<file path="src/rtl/crtc_h_pkg.sv">
package crtc_h_pkg;
  localparam int DW      = 8;
  localparam int AW      = 14;
  localparam int NREG    = 18;
  localparam int IW      = $clog2(NREG + 1);
  localparam int IX_TOT  = 0;
  localparam int IX_DISP = 1;
  localparam int IX_SPOS = 2;
  localparam int IX_SWID = 3;
  localparam int IX_SAH  = 12;
  localparam int IX_SAL  = 13;
  localparam int RD_LO   = 12;
  localparam int RD_HI   = 17;

  function automatic logic readable(input logic [IW-1:0] idx);
    return (int'(idx) >= RD_LO) && (int'(idx) <= RD_HI);
  endfunction
endpackage

</file>
<file path="src/rtl/crtc_hregs.sv">
module crtc_hregs
  import crtc_h_pkg::*;
#(
  parameter int W  = DW,
  parameter int AWID = AW
) (
  input  logic            clk,
  input  logic            rst,
  input  logic            cpu_sel,
  input  logic            cpu_wr,
  input  logic [W-1:0]    cpu_wdata,
  output logic [W-1:0]    cpu_rdata,
  output logic [W-1:0]    htotal,
  output logic [W-1:0]    hdisp,
  output logic [W-1:0]    hspos,
  output logic [3:0]      hswid,
  output logic [AWID-1:0] start_addr
);
  localparam int HIW = AWID - W;

  logic [IW-1:0] idx_q;
  logic [W-1:0]  regs_q [NREG];
  logic [W-1:0]  rd_mux;

  always_ff @(posedge clk) begin
    if (rst) begin
      idx_q <= '0;
    end else if (cpu_wr && !cpu_sel) begin
      idx_q <= cpu_wdata[IW-1:0];
    end
  end

  for (genvar g = 0; g < NREG; g++) begin : g_reg
    always_ff @(posedge clk) begin
      if (rst) regs_q[g] <= '0;
      else if (cpu_wr && cpu_sel && (int'(idx_q) == g)) regs_q[g] <= cpu_wdata;
    end
  end

  always_comb begin
    rd_mux = '1;
    if (cpu_sel && readable(idx_q)) rd_mux = regs_q[idx_q];
  end

  always_ff @(posedge clk) begin
    if (rst) cpu_rdata <= '0;
    else     cpu_rdata <= rd_mux;
  end

  assign htotal     = regs_q[IX_TOT];
  assign hdisp      = regs_q[IX_DISP];
  assign hspos      = regs_q[IX_SPOS];
  assign hswid      = regs_q[IX_SWID][3:0];
  assign start_addr = {regs_q[IX_SAH][HIW-1:0], regs_q[IX_SAL]};

  p_status_r7: assert property (@(posedge clk) disable iff (rst)
    !cpu_sel |=> (cpu_rdata == '1));
  p_window_r7: assert property (@(posedge clk) disable iff (rst)
    (cpu_sel && !readable(idx_q)) |=> (cpu_rdata == '1));
endmodule

</file>
<file path="src/rtl/crtc_hchar.sv">
module crtc_hchar
  import crtc_h_pkg::*;
#(
  parameter int W = DW
) (
  input  logic         clk,
  input  logic         rst,
  input  logic         ce,
  input  logic [W-1:0] htotal,
  input  logic [W-1:0] hdisp,
  input  logic [W-1:0] hspos,
  output logic         hit_pos,
  output logic         hit_disp,
  output logic         hit_tot,
  output logic         vis_p1,
  output logic         vis_p2
);
  logic [W-1:0] cc_q;
  logic         vis_q;

  assign hit_pos  = (cc_q == hspos);
  assign hit_disp = (cc_q == hdisp);
  assign hit_tot  = (cc_q == htotal);
  assign vis_p1   = vis_q && !hit_disp;
  assign vis_p2   = hit_tot ? 1'b1 : vis_p1;

  always_ff @(posedge clk) begin
    if (rst) begin
      cc_q  <= '0;
      vis_q <= 1'b1;
    end else if (ce) begin
      cc_q  <= hit_tot ? '0 : cc_q + 1'b1;
      vis_q <= vis_p2;
    end
  end

  p_line_wrap_r5: assert property (@(posedge clk) disable iff (rst)
    (ce && hit_tot) |=> (cc_q == '0) && vis_q);
  p_char_hold_r9: assert property (@(posedge clk) disable iff (rst)
    !ce |=> $stable(cc_q) && $stable(vis_q));
endmodule

</file>
<file path="src/rtl/crtc_hsync.sv">
module crtc_hsync #(
  parameter int SWW = 4
) (
  input  logic           clk,
  input  logic           rst,
  input  logic           ce,
  input  logic           hit_pos,
  input  logic [SWW-1:0] width,
  output logic           hs
);
  logic [SWW-1:0] wc_q;
  logic [SWW-1:0] wc_a;
  logic           hs_a;
  logic           hs_n;
  logic [SWW-1:0] wc_n;

  always_comb begin
    hs_a = hit_pos || hs;
    wc_a = hit_pos ? '0 : wc_q;
    hs_n = hs_a && (wc_a != width);
    wc_n = hs_a ? wc_a + 1'b1 : wc_a;
  end

  always_ff @(posedge clk) begin
    if (rst) begin
      hs   <= 1'b0;
      wc_q <= '0;
    end else if (ce) begin
      hs   <= hs_n;
      wc_q <= wc_n;
    end
  end

  p_zero_width_r1: assert property (@(posedge clk) disable iff (rst)
    (ce && hit_pos && width == '0) |=> !hs);
  p_hs_start_r1: assert property (@(posedge clk) disable iff (rst)
    $rose(hs) |-> $past(ce && hit_pos));
endmodule

</file>
<file path="src/rtl/crtc_haddr.sv">
module crtc_haddr #(
  parameter int AWID = 14
) (
  input  logic            clk,
  input  logic            rst,
  input  logic            ce,
  input  logic            hit_disp,
  input  logic            hit_tot,
  input  logic [AWID-1:0] start_addr,
  output logic [AWID-1:0] ra,
  output logic [AWID-1:0] eol_addr
);
  always_ff @(posedge clk) begin
    if (rst) begin
      ra       <= '0;
      eol_addr <= '0;
    end else if (ce) begin
      if (hit_disp) eol_addr <= ra;
      ra <= hit_tot ? start_addr : ra + 1'b1;
    end
  end

  p_ra_step_r4: assert property (@(posedge clk) disable iff (rst)
    (ce && !hit_tot) |=> (ra == AWID'($past(ra) + 1'b1)));
  p_eol_latch_r3: assert property (@(posedge clk) disable iff (rst)
    (ce && hit_disp) |=> (eol_addr == $past(ra)));
endmodule

</file>
<file path="src/rtl/crtc_htiming.sv">
module crtc_htiming
  import crtc_h_pkg::*;
#(
  parameter int W    = DW,
  parameter int AWID = AW,
  parameter int SWW  = 4
) (
  input  logic            clk,
  input  logic            rst,
  input  logic            cpu_sel,
  input  logic            cpu_wr,
  input  logic [W-1:0]    cpu_wdata,
  output logic [W-1:0]    cpu_rdata,
  input  logic            char_en,
  input  logic            line_vis,
  output logic            hsync,
  output logic            disp_en,
  output logic            disp_en_p2,
  output logic [AWID-1:0] ref_addr,
  output logic [AWID-1:0] eol_addr,
  output logic            ph2_stb
);
  logic [W-1:0]    htotal, hdisp, hspos;
  logic [SWW-1:0]  hswid;
  logic [AWID-1:0] start_addr, ra;
  logic            hit_pos, hit_disp, hit_tot, vis_p1, vis_p2;

  crtc_hregs #(.W(W), .AWID(AWID)) u_regs (
    .clk(clk), .rst(rst), .cpu_sel(cpu_sel), .cpu_wr(cpu_wr),
    .cpu_wdata(cpu_wdata), .cpu_rdata(cpu_rdata), .htotal(htotal),
    .hdisp(hdisp), .hspos(hspos), .hswid(hswid), .start_addr(start_addr)
  );

  crtc_hchar #(.W(W)) u_char (
    .clk(clk), .rst(rst), .ce(char_en), .htotal(htotal), .hdisp(hdisp),
    .hspos(hspos), .hit_pos(hit_pos), .hit_disp(hit_disp),
    .hit_tot(hit_tot), .vis_p1(vis_p1), .vis_p2(vis_p2)
  );

  crtc_hsync #(.SWW(SWW)) u_sync (
    .clk(clk), .rst(rst), .ce(char_en), .hit_pos(hit_pos),
    .width(hswid), .hs(hsync)
  );

  crtc_haddr #(.AWID(AWID)) u_addr (
    .clk(clk), .rst(rst), .ce(char_en), .hit_disp(hit_disp),
    .hit_tot(hit_tot), .start_addr(start_addr), .ra(ra), .eol_addr(eol_addr)
  );

  always_ff @(posedge clk) begin
    if (rst) begin
      disp_en    <= 1'b0;
      disp_en_p2 <= 1'b0;
      ref_addr   <= '0;
      ph2_stb    <= 1'b0;
    end else begin
      ph2_stb <= char_en;
      if (char_en) begin
        disp_en    <= vis_p1 && line_vis;
        disp_en_p2 <= vis_p2 && line_vis;
        ref_addr   <= ra;
      end
    end
  end

  p_strobe_r6: assert property (@(posedge clk) disable iff (rst)
    ph2_stb |-> $past(char_en));
  p_de_gate_r2: assert property (@(posedge clk) disable iff (rst)
    (char_en && !line_vis) |=> !disp_en && !disp_en_p2);
  p_out_hold_r9: assert property (@(posedge clk) disable iff (rst)
    !char_en |=> $stable(ref_addr) && $stable(disp_en) && !ph2_stb);
endmodule

</file>
<file path="config.mk">
export PLATFORM = sky130hd
export DESIGN_NAME = crtc_htiming
export DESIGN_NICKNAME = d
export VERILOG_FILES = /design/src/rtl/crtc_h_pkg.sv /design/src/rtl/crtc_hregs.sv /design/src/rtl/crtc_hchar.sv /design/src/rtl/crtc_hsync.sv /design/src/rtl/crtc_haddr.sv /design/src/rtl/crtc_htiming.sv
export SDC_FILE = /design/constraint.sdc
export NUM_CORES = 1
export LEC_CHECK = 0
export CORE_ASPECT_RATIO = 1.75
export CORE_UTILIZATION = 55
export CTS_CLUSTER_SIZE = 16
export DETAILED_ROUTE_END_ITERATION = 8
export GPL_TIMING_DRIVEN = 0
export PLACE_DENSITY = 0.74
export SLEW_MARGIN = 20
export SYNTH_ARGS = -nofsm -noshare
export SYNTH_HDL_FRONTEND = slang
export SYNTH_SLANG_ARGS = --single-unit
</file>
<file path="constraint.sdc">
create_clock -name clk -period 3.9 [get_ports clk]
set_clock_uncertainty 0.15 [all_clocks]
set_input_delay 0.78 -clock clk [delete_from_list [all_inputs] [get_ports clk]]
set_output_delay 0.78 -clock clk [all_outputs]
set_load 0.05 [all_outputs]
</file>
==> metrics.cfg <==
[yosys]
synth_nets=864
post_synth.cell_area_avg_um2=12.2
yosys.area.top_type=edfxtp_1
synth-edff-count=144
yosys_most_used_dff=edfxtp_1
synth_seq_cells=221
post-synth-top-area-fraction_pct=42.0
synth.area.top_cells=edfxtp_1 (42%), dfxtp_1 (15%), and2_1 (9.0%), mux4_2 (7.0%), mux2i_1 (3.3%)
synth.cell_area_um2=10300
yosys_warnings=0
ys_seq_area_share_pct=56.9
post-synth-top-count-cell=and2_1
synth_async_sr_flop_share_pct=0
synth.lib_cells_used.distinct=59
synth.top_cells.by_count=and2_1 (149), edfxtp_1 (144), dfxtp_1 (77)
postSynthCellCount=847

[hold_path]
hold_depth=1
hold_class=flip-flop to flip-flop

[route]
drt-wirelength-per-cell_um=22.6
post_drt_via_cell_ratio=6.06
first_pass_iters=5
vias=7094
drt_first_iter_violations=551
detail_route.wirelength_mm=26.5
final_antenna_net_count=0
post-route-drc-count=0

[worst_setup_path]
timing.critical_path.fanout_max=7
cp_num_buf_inv=1
r2r.worst_path.cells=3
worst_path_largest_cell_delay_ns=0.84
critical_path.cell_chain=clkdlybuf4s50_1
worstPathArrival_ns=1.77
critical_path.top_delay_family=buffers and inverters
crit_required_ns=2.97
critical_path.startpoint_type=flip-flop
path_depth=1
path_class=flip-flop to primary output
slowest_library_cell_on_the_worst_path=clkdlybuf4s50_1
critPathCaptureType=primary output

[floorplan]
design.die.area_um2=19300
dieHeight_um=183
core_region_area_um2=18200
placement_rows=65
start_util_pct=56.6
floorplan.die.width_um=105
num_io_pins=54

[sta]
hold_ws_ns=0.300
post-route-period-util_pct=69.2
final-max-slew-violation-count=0
slew_headroom_pct=28.1
unrepaired_setup_endpoints_after_global_routing=no
hold_viol=0
timing.final.crit_period_ns=2.70
tightest_slew_ns=1.07
clock.fmax_ghz=0.370
setup_tns_ns=0
timing.final.ws_setup_ns=1.20
setup-violations-final=0

[finish]
filler_cell_count=1437
stdcell_count=1171
antenna_cells_inserted=0
syn2layout_area_growth_pct=14.2
final-seq-area_um2=5870
post_route_cells_drive_above_1_share_pct=12.4
multi_input_comb_area_um2=4180
final_nets=940

[outcome]
status=complete, no violations

[pwr]
vdd.ir_drop.worst_mv=0.366
overall_power_consumption_uw=4940
p_leak_uw=0.00433
powerDensity_nw_per_um2=420

[clock_tree]
cts_tree=built
clock_latency_ns=0.51
htree_levels=1
clock_tree.root_cell=clkbuf_16
cts-hold-fix-buffers=0
cts_num_sinks=221
cts_setup_buffers=0
clockBufferDepth=3
numCtsBuffers=20
total_of_cells_resized_after_clock_tree_synthesis=0
clk_pin_slew_ns=0.07

[place]
dpl.cell_count=1135
pre_cts_slack_ns=0.697
post-dp-hpwl_mm=19.4
place_congestion=0.985
port_buffers=51

[global_route]
grt-ovfl-total=0
first_pass_grt_wire_length_mm=40.7
initial_antenna_violation_count=0
pin_count_of_the_biggest_net_entering_global_routing=16
via_count_of_the_first_global_routing_pass=7139
grt.total_usage_pct=28.5

[run]
cap_viol_max_count=0

-- where the power goes --
group / switching (uW) / internal [uW] / total, uW
clock network: 845 / 1040 / 1880
logic: 292 / 158 / 450
registers: 47.6 / 2560 / 2610
total: 1180 / 3760 / 4940
-- worst reg2reg max path: stages (launching register included) --
cell	delay, ns
dfxtp_1	0.33
clkbuf_1	0.38
nand4_1	0.42
o21ai_0	0.97
-- path summary, 6_finish.rpt --
path	endpoint	slack [ns]	startpoint
setup reg to reg	u_regs.regs_q[7][2]	1.27	u_regs.idx_q[1]
setup / recovery	hsync	1.20	u_sync.hs
hold reg to reg	u_char.vis_q	0.30	u_char.vis_q
hold / removal	u_char.vis_q	0.30	u_char.vis_q
-- metrics by stage --
| stage | utilization (%) | cell area, um2 |
|---|---|---|
| 2_1_floorplan | - | 10300 |
| 4_1_cts | 64.6 | 11800 |
| 3_5_place_dp | 61.2 | 11100 |
| 3_3_place_gp | 61.0 | 11100 |
| 6_report | 64.6 | 11800 |
| 5_1_grt | 64.6 | 11800 |
-- sequential cells by signal (all words and copies together) (netlist names), 4 cells and up, named ones only --
register	cells
ref_addr	14
u_addr.eol_addr	14
u_addr.ra	14
u_char.cc_q	8
u_regs.cpu_rdata	8
u_regs.idx_q	5
u_regs.regs_q	144
u_sync.wc_q	4
-- cells by family (layout without fill, tap and decap cells) --
family,count (synthesis),after routing,share of synthesized area (%)
buffers and inverters,62,152,2.73
and+or+nand+nor,324,324,17.6
DFF,221,221,56.9
xor gates and xnor gates,28,28,2.45
muxes,86,86,12.5
adders and majority gates,3,3,0.364
AOI/OAI and AO/OA,123,123,7.41
-- final cells by class --
type	instances	area share (%)
Buffer	53	2.11
Clock buffer	26	4.53
Clock inverter	10	0.723
Inverter	9	0.287
Multi-Input combinational cell	564	35.5
Sequential cell	221	49.9
Tap cell	234	2.49
Timing Repair Buffer	54	4.47
-- cell usage in the layout, fill, tap and decap left out, types with 3 or more instances in the layout --
| master | synthesis | layout |
|---|---|---|
| a22oi_1 | 5 | 5 |
| a21o_1 | 4 | 4 |
| nand3_1 | 13 | 13 |
| clkbuf_1 | 29 | 34 |
| and4_1 | 4 | 4 |
| and2_1 | 149 | 149 |
| buf_1 | 3 | 3 |
| nand2_1 | 39 | 39 |
| nand4b_1 | 4 | 4 |
| xor2_1 | 16 | 16 |
| o21ai_1 | 0 | 11 |
| o21ai_0 | 35 | 24 |
| a21oi_1 | 37 | 37 |
| nor2b_1 | 7 | 7 |
| a211oi_1 | 6 | 6 |
| mux2_2 | 20 | 20 |
| nand4_1 | 8 | 8 |
| buf_2 | 15 | 18 |
| or3_1 | 3 | 3 |
| o32ai_1 | 4 | 4 |
| o41ai_2 | 0 | 3 |
| ha_1 | 3 | 3 |
| mux2i_1 | 34 | 34 |
| clkbuf_16 | 0 | 20 |
| nor3_1 | 4 | 4 |
| buf_4 | 4 | 4 |
| clkdlybuf4s50_1 | 0 | 51 |
| o22ai_1 | 3 | 3 |
| inv_1 | 9 | 9 |
| and3_1 | 8 | 8 |
| mux4_2 | 32 | 32 |
| edfxtp_1 | 144 | 144 |
| dfxtp_1 | 77 | 77 |
| xnor2_1 | 11 | 11 |
| a31oi_1 | 5 | 5 |
| a41oi_1 | 7 | 7 |
| nor2_1 | 69 | 69 |
| clkinv_1 | 0 | 4 |
| nand3b_1 | 3 | 3 |
-- per-layer routing --
metal / vias up / wire length, um / part of all wire (%) / global-route usage (%)
met3: 91 / 1340 / 5.1 / 3.41
met4: 0 / 1340 / 5.1 / 15.0
met1: 3474 / 9250 / 35 / 30.7
met2: 288 / 14500 / 55 / 53.6
met5: - / 0 / 0 / 0
li1: 3241 / - / - / -
No activity file was read; power rests on OpenSTA's default activity.
